### config.mk
export PLATFORM = sky130hd
export DESIGN_NAME = gc_swrst_detect
export DESIGN_NICKNAME = d
export VERILOG_FILES = /design/src/rtl/gc_swrst_pkg.sv /design/src/rtl/gc_seq_fsm.sv /design/src/rtl/gc_ack_ctrl.sv /design/src/rtl/gc_pulse_gen.sv /design/src/rtl/gc_swrst_detect.sv
export SDC_FILE = /design/constraint.sdc
export NUM_CORES = 1
export LEC_CHECK = 0
export BUFFER_PORTS_ARGS = -buffer_cell sky130_fd_sc_hd__buf_4
export CAP_MARGIN = 20
export CORE_AREA = 2 2 39 41
export DETAILED_ROUTE_END_ITERATION = 10
export DIE_AREA = 0 0 41 43
export MAX_ROUTING_LAYER = met4
export SLEW_MARGIN = 15
export SYNTH_ARGS = -nofsm -noshare
export SYNTH_HDL_FRONTEND = slang
export SYNTH_SLANG_ARGS = --single-unit
### constraint.sdc
create_clock -name clk -period 1.85 [get_ports clk]
set_clock_uncertainty 0.15 [all_clocks]
set_input_delay 0.37 -clock clk [delete_from_list [all_inputs] [get_ports clk]]
set_output_delay 0.37 -clock clk [all_outputs]
set_load 0.02 [all_outputs]
### src/rtl/gc_swrst_pkg.sv
package gc_swrst_pkg;

  localparam int BYTE_W = 8;
  typedef logic [BYTE_W-1:0] byte_t;

  // Sequence progress of the detector
  typedef enum logic [2:0] {
    SQ_IDLE  = 3'd0,  // no transaction open
    SQ_ADDR  = 3'd1,  // START seen, next byte is an address
    SQ_CMD   = 3'd2,  // general call write acknowledged, awaiting command
    SQ_ARMED = 3'd3,  // command acknowledged, waiting for STOP
    SQ_DEAD  = 3'd4   // attempt abandoned until next START
  } seq_t;

  // Does a received byte earn an acknowledge in the given state?
  function automatic logic byte_earns_ack(seq_t st, byte_t b, byte_t gc_addr, byte_t cmd);
    logic ok;
    ok = 1'b0;
    case (st)
      SQ_ADDR: ok = (b == gc_addr);
      SQ_CMD:  ok = (b == cmd);
      default: ok = 1'b0;
    endcase
    return ok;
  endfunction

  // State after a received byte (no START/STOP in the same cycle)
  function automatic seq_t after_byte(seq_t st, byte_t b, byte_t gc_addr, byte_t cmd);
    seq_t nx;
    nx = SQ_DEAD;
    case (st)
      SQ_IDLE: nx = SQ_IDLE;
      SQ_ADDR: nx = (b == gc_addr) ? SQ_CMD : SQ_DEAD;
      SQ_CMD:  nx = (b == cmd) ? SQ_ARMED : SQ_DEAD;
      default: nx = SQ_DEAD;
    endcase
    return nx;
  endfunction

endpackage

### src/rtl/gc_seq_fsm.sv
module gc_seq_fsm
  import gc_swrst_pkg::*;
#(
  parameter byte_t GC_ADDR = 8'h00,
  parameter byte_t RST_CMD = 8'h06
) (
  input  logic  clk,
  input  logic  rst_n,
  input  logic  ev_start,
  input  logic  ev_stop,
  input  logic  ev_byte,
  input  byte_t rx_byte,
  output seq_t  state,
  output logic  armed,
  output logic  byte_accept,
  output logic  commit
);

  seq_t st_q, st_d;
  logic byte_only;

  // a byte is judged only when no framing event shares its cycle
  assign byte_only   = ev_byte && !ev_start && !ev_stop;
  assign byte_accept = byte_only && byte_earns_ack(st_q, rx_byte, GC_ADDR, RST_CMD);
  assign commit      = ev_stop && (st_q == SQ_ARMED);
  assign armed       = (st_q == SQ_ARMED);
  assign state       = st_q;

  always_comb begin
    st_d = st_q;
    if (ev_start)      st_d = SQ_ADDR;   // STOP+START together reopens
    else if (ev_stop)  st_d = SQ_IDLE;
    else if (ev_byte)  st_d = after_byte(st_q, rx_byte, GC_ADDR, RST_CMD);
  end

  always_ff @(posedge clk or negedge rst_n) begin
    if (!rst_n) st_q <= SQ_IDLE;
    else        st_q <= st_d;
  end

  AST_BYTE_AFTER_ARM_KILLS: assert property (@(posedge clk) disable iff (!rst_n)
    (byte_only && st_q == SQ_ARMED) |=> (st_q == SQ_DEAD));
  AST_START_OPENS_ADDR: assert property (@(posedge clk) disable iff (!rst_n)
    ev_start |=> (st_q == SQ_ADDR));
  AST_IDLE_NO_ACCEPT: assert property (@(posedge clk) disable iff (!rst_n)
    (st_q == SQ_IDLE || st_q == SQ_DEAD) |-> !byte_accept);

endmodule

### src/rtl/gc_ack_ctrl.sv
module gc_ack_ctrl (
  input  logic clk,
  input  logic rst_n,
  input  logic ev_start,
  input  logic ev_stop,
  input  logic ev_byte,
  input  logic ev_ack_done,
  input  logic byte_accept,
  output logic ack_req
);

  logic ack_q;

  always_ff @(posedge clk or negedge rst_n) begin
    if (!rst_n)                   ack_q <= 1'b0;
    else if (ev_start || ev_stop) ack_q <= 1'b0;
    else if (ev_byte)             ack_q <= byte_accept;
    else if (ev_ack_done)         ack_q <= 1'b0;
  end

  assign ack_req = ack_q;

  AST_ACK_HOLDS: assert property (@(posedge clk) disable iff (!rst_n)
    (ack_q && !ev_ack_done && !ev_start && !ev_stop && !ev_byte) |=> ack_q);
  AST_ACK_DROPS: assert property (@(posedge clk) disable iff (!rst_n)
    (ev_ack_done && !ev_byte) |=> !ack_q);

endmodule

### src/rtl/gc_pulse_gen.sv
module gc_pulse_gen (
  input  logic clk,
  input  logic rst_n,
  input  logic commit,
  output logic pulse
);

  logic pulse_q;

  always_ff @(posedge clk or negedge rst_n) begin
    if (!rst_n) pulse_q <= 1'b0;
    else        pulse_q <= commit;
  end

  assign pulse = pulse_q;

  AST_PULSE_ONE_CYCLE: assert property (@(posedge clk) disable iff (!rst_n)
    pulse_q |=> !pulse_q);

endmodule

### src/rtl/gc_swrst_detect.sv
module gc_swrst_detect
  import gc_swrst_pkg::*;
#(
  parameter byte_t GC_ADDR = 8'h00,
  parameter byte_t RST_CMD = 8'h06
) (
  input  logic       clk,
  input  logic       rst_n,
  input  logic       bus_start,
  input  logic       bus_stop,
  input  logic       byte_valid,
  input  logic [7:0] byte_data,
  input  logic       ack_slot_done,
  output logic       ack_req,
  output logic       soft_rst
);

  // named internal events for the assertions
  seq_t seq_state;
  logic seq_armed;
  logic byte_accept;
  logic commit;

  gc_seq_fsm #(.GC_ADDR(GC_ADDR), .RST_CMD(RST_CMD)) u_fsm (
    .clk         (clk),
    .rst_n       (rst_n),
    .ev_start    (bus_start),
    .ev_stop     (bus_stop),
    .ev_byte     (byte_valid),
    .rx_byte     (byte_data),
    .state       (seq_state),
    .armed       (seq_armed),
    .byte_accept (byte_accept),
    .commit      (commit)
  );

  gc_ack_ctrl u_ack (
    .clk         (clk),
    .rst_n       (rst_n),
    .ev_start    (bus_start),
    .ev_stop     (bus_stop),
    .ev_byte     (byte_valid),
    .ev_ack_done (ack_slot_done),
    .byte_accept (byte_accept),
    .ack_req     (ack_req)
  );

  gc_pulse_gen u_pulse (
    .clk    (clk),
    .rst_n  (rst_n),
    .commit (commit),
    .pulse  (soft_rst)
  );

  AST_PULSE_NEEDS_STOP: assert property (@(posedge clk) disable iff (!rst_n)
    soft_rst |-> $past(bus_stop));
  AST_PULSE_NEEDS_ARM: assert property (@(posedge clk) disable iff (!rst_n)
    soft_rst |-> $past(seq_armed));
  AST_ACK_FROM_BYTE: assert property (@(posedge clk) disable iff (!rst_n)
    $rose(ack_req) |-> $past(byte_valid));
  AST_ARMED_STOP_FIRES: assert property (@(posedge clk) disable iff (!rst_n)
    (seq_armed && bus_stop) |=> soft_rst);
  AST_ACK_DROP_ON_FRAME: assert property (@(posedge clk) disable iff (!rst_n)
    (bus_start || bus_stop) |=> !ack_req);

endmodule

# ---- Word-level counts from Yosys, hierarchy flattened
# Index checks and enable logic that the tools add are counted.
# W data, S select, Z words.
dict set report totals {
  reg_bits 5
  in_bits 14
  out_inout_bits 2
  word_cells 28
}
dict set report classes {
  reduce_logical 11
  n_mux 10
  n_eq_ne 4
}
# operator count
set ops {}
lappend ops {{$mux W3} 5}
lappend ops {{$pmux W3 S3} 1}
lappend ops {{$eq A8 B3 Y1 const B} 1}
lappend ops {{$logic_not A8 Y1} 1}
lappend ops {{$eq A3 B2 Y1 const B} 2}
lappend ops {{$reduce_bool A3 Y1} 2}
lappend ops {{$logic_and A1 B1 Y1} 4}
lappend ops {{$eq A3 B1 Y1 const B} 1}
lappend ops {{$logic_not A3 Y1} 1}
lappend ops {{$mux W1} 3}
lappend ops {{$logic_not A1 Y1} 2}
lappend ops {{$pmux W1 S2} 1}
lappend ops {{$logic_or A1 B1 Y1} 1}

# ---- Longest topological paths before layout
dict set report logic_depth {
  depth_word 6
  depth_mapped 3
  mapped_depth_nobuf 3
}

# ---- Hierarchy
# From an unflattened synthesis, not the netlist that was laid out.
dict set report hier_totals {
  cells_unflattened 32
  hier_area_um2 287.8
}
# module cells_per_inst instances area_per_inst_um2 seq_area_each_um2
set modules_own_cells {}
lappend modules_own_cells {gc_seq_fsm 27 1 212.7 75.1}
lappend modules_own_cells {gc_ack_ctrl 4 1 50.0 25.0}
lappend modules_own_cells {gc_pulse_gen 1 1 25.0 25.0}

# ---- Worst setup path after synthesis
# No wires, ideal clock.
dict set report synth_timing {
  path_kind {reg2reg}
  from {register u_fsm.st_q[1], in the netlist u_fsm.state[1]}
  to {register u_ack.ack_q, in the netlist u_ack.ack_req}
  required_ns 1.623
  setup_time_ns 0.077
  stages_incl_launch_ff 4
  setup_slack_ns 0.191
  synth_period_minus_slack_ns 1.659
  t_arrival_ns 1.431
  path_buffers 0
  cell_sequence {dfrtp_1 -> or4b_1 -> a2111o_1 -> a21oi_1}
}
dict set report synth_via {
  elab_chain_len 5
  word_cells_on_any_way 6
  cone_classes {eq/ne (2); mux (3); reduce/logical (1)}
}
# item line
set synth_rtl {}
lappend synth_rtl {{from (decl)} gc_seq_fsm.sv:19} ;# seq_t st_q, st_d;
lappend synth_rtl {{from (signal assigned)} gc_seq_fsm.sv:38} ;# else st_q <= st_d;
lappend synth_rtl {{$eq A3 B2 Y1 / $eq A3 B1 Y1 (equally long branches)} gc_swrst_pkg.sv:19} ;# case (st)
lappend synth_rtl {{$pmux W1 S2 *} gc_swrst_pkg.sv:19}
lappend synth_rtl {{$logic_and A1 B1 Y1 *} gc_seq_fsm.sv:24} ;# assign byte_accept = byte_only && byte_earns_ack(st_q, rx_byte, GC_ADDR, RST_CMD);
lappend synth_rtl {{$mux W1 *} gc_ack_ctrl.sv:17} ;# else if (ev_byte) ack_q <= byte_accept;
lappend synth_rtl {{$mux W1 *} gc_ack_ctrl.sv:16} ;# else if (ev_start || ev_stop) ack_q <= 1'b0;
lappend synth_rtl {{to (signal assigned)} gc_ack_ctrl.sv:17}
lappend synth_rtl {{to (decl)} gc_ack_ctrl.sv:12} ;# logic ack_q;
# Mark *: on every way between the ends. The rest lies on a longest branch, timed or not.
# A chain may end at the register's enable or synchronous reset.

# ---- Final worst setup path
# Ends and elaborated chain as after synthesis.

==> impl_metrics.tcl <==
set metrics [dict create \
    cts_buffers 3 \
    die_x_um 41 \
    status "completed" \
    endpoint "u_ack.ack_req$_DFFE_PN0P_" \
    core_area_sq_um 1380 \
    syn_area_sq_um 284 \
    cp.required_ps 1860 \
    io_pins 16 \
    mostFrequentLayoutCells "buf_4 (16), dfrtp_1 (5), nand2_1 (3), clkbuf_4 (3)" \
    tns_ps 0 \
    drt-initial-drc-count 4 \
    dpl_cell_area_sq_um 424 \
    drv_slew 0 \
    rows 14 \
    nets 66 \
    final_core_util_pct 33.3 \
    combPwrFrac_pct 14.5 \
    antenna_cells 0 \
    synth_seq_cells 5 \
    fin_crit_sh_pct 91.5 \
    finalSetupViolations 0 \
    startpoint "u_fsm.state[1]$_DFFE_PN0P_" \
    hold_path.class "in2reg" \
    ir_worst_vdd_v 0.000309 \
    finalHoldViolations 0 \
    clkSinkCount 5 \
    leakagePower_uw 0.000211 \
    cp-end-kind "flip-flop" \
    ff2ff_path_depth 3 \
    wl_met2_um 305 \
    intPower_uw 221 \
    p_sw_uw 68.1 \
    detail_route.vias_per_cell 4.34 \
    portBuffers 15 \
    htreeDepth 1 \
    powerDensity_nw_per_um2 628 \
    place.gp.congestion 0.733 \
    grt_max_degree 6 \
    ant_nets 0 \
    clk_pin_slew_ps 50 \
    r2r-end "u_ack.ack_req$_DFFE_PN0P_" \
    cts_tree "done" \
    worstSetupPathType "reg2reg" \
    ys_seq_area_share_pct 44.1 \
    cts_buffer_depth 2 \
    relSlewSlack_pct 78.4 \
    area_delta_synth_final_pct 62.1 \
    clk_latency_ps 250 \
    dr.pass1.iters 2 \
    die_area_sq_um 1760 \
    start_kind "flip-flop" \
    start_util_pct 20.5 \
    avgSynthCellArea_sq_um 9.47 \
    r2r_slack_ps 160 \
    dp.cells 62 \
    grt_usage_pct 10.5 \
    drc 0 \
    cp.arrival_ps 1710 \
    grt_pass1_vias 285 \
    stdcell_area_sq_um 460 \
    routed_wl_um 675 \
    antenna_found_initial 0 \
    grt_first_pass_wirelength_um 1150 \
    grt_overflow_total 0 \
    highest_layer "met3" \
    netlist_instances 30 \
    syn_nets 44 \
    wl_met1_um 319 \
    power_frac_seq_pct 39.7 \
    r2r-start "u_fsm.state[1]$_DFFE_PN0P_" \
    final_common_cell "buf_4" \
    vias 291 \
    instances_no_fill 67 \
    worstMarginPinSlew_ps 320 \
    ys_types 18 \
    cap_violations 0 \
    root_buffer "clkbuf_4" \
    pwr-share-clk_pct 45.8 \
    finalPower_uw 289 \
    layout-drive-gt1-share_pct 43.1 \
    critical_path.max_fanout 2 \
    min_period_ps 1690 \
    rsz0062_at_grt "false" \
    wl_per_cell_um 10.1 \
    max_freq_ghz 0.591 \
    die_h_um 43 \
    power_switching_share_pct 23.6 \
    dr_wl_met3_um 50 \
    ys_warn_count 0 \
]
## cell usage after synthesis, drive strengths merged
library cell | instances | area [sq um]
o41ai | 1 | 8.76
or4b | 1 | 10.0
a21o | 1 | 7.51
or2b | 1 | 7.51
a21oi | 2 | 10.0
or4 | 1 | 7.51
or3 | 1 | 7.51
nand2b | 2 | 12.5
a221oi | 1 | 8.76
nand4b | 1 | 8.76
a2111o | 1 | 11.3
inv | 2 | 7.51
nor3 | 1 | 5.00
nand2 | 3 | 11.3
or2 | 2 | 12.5
o31ai | 2 | 15.0
nor2 | 2 | 7.51
dfrtp | 5 | 125
## worst min path at each step
stage / start / end / depth (start not counted)
finish: bus_start / u_fsm.state[0]$_DFFE_PN0P_ / 2
global route: bus_start / u_fsm.state[0]$_DFFE_PN0P_ / 2
CTS: bus_start / u_fsm.state[0]$_DFFE_PN0P_ / 2
detailed placement: rst_n / u_fsm.state[0]$_DFFE_PN0P_ / 1
global placement: rst_n / u_fsm.state[0]$_DFFE_PN0P_ / 1
floorplan: rst_n / u_ack.ack_req$_DFFE_PN0P_ / 0
## final cells by class
| class | instances | area (sq um) |
|---|---|---|
| well taps | 16 | 20.0 |
| multi-input cells | 23 | 151 |
| fillers | 142 | 923 |
| repair buffers | 17 | 130 |
| clock buffers | 4 | 26.3 |
| flip-flops and latches | 5 | 125 |
| inverters | 2 | 7.51 |
## cell families after synthesis
| group | share of synthesized area (%) |
|---|---|
| AND/OR/NAND/NOR | 31.7 |
| AO/OA/AOI/OAI | 21.6 |
| flip-flops | 44.1 |
| buffers and inverters | 2.64 |
## per-stage QoR
step           setup slack (ps)  hold WS [ps]
2_1_floorplan               191         -75.6
3_3_place_gp              -17.9          24.9
3_5_place_dp              -16.3          22.6
4_1_cts                     149           151
5_1_grt                    62.4           164
6_report                    157           158
## power by group through the flow
stage	combinational [uW]	clock, uW	sequential, uW
2_1_floorplan	14.0	0	115
6_report	42.0	132	115
3_3_place_gp	40.7	0	116
4_1_cts	42.4	140	114
5_1_grt	46.8	145	115
3_5_place_dp	40.5	0	116
## worst max-delay path: stages (launching register included)
cell and delay [ps]:
dfrtp_1 360, or4b_1 520, a2111o_1 440, a21oi_1 140
## flip-flops by register name, indices dropped and copies added, names as in the netlist
register       cells
u_ack.ack_req      1
u_fsm.state        3
u_pulse.pulse      1
## what timing repair did
action	in CTS	in global routing
hold endpoints to repair	5	0
setup buffers	0	0
resized for setup	0	0
hold buffers	1	0
## per-layer routing
| layer | global-route usage [%] | up-vias |
|---|---|---|
| met4 | 6.00 | 0 |
| met1 | 12.2 | 125 |
| met2 | 13.4 | 11 |
| met3 | 6.28 | 0 |
| met5 | - | - |
| li1 | - | 155 |
(Power assumes the default switching activity.)
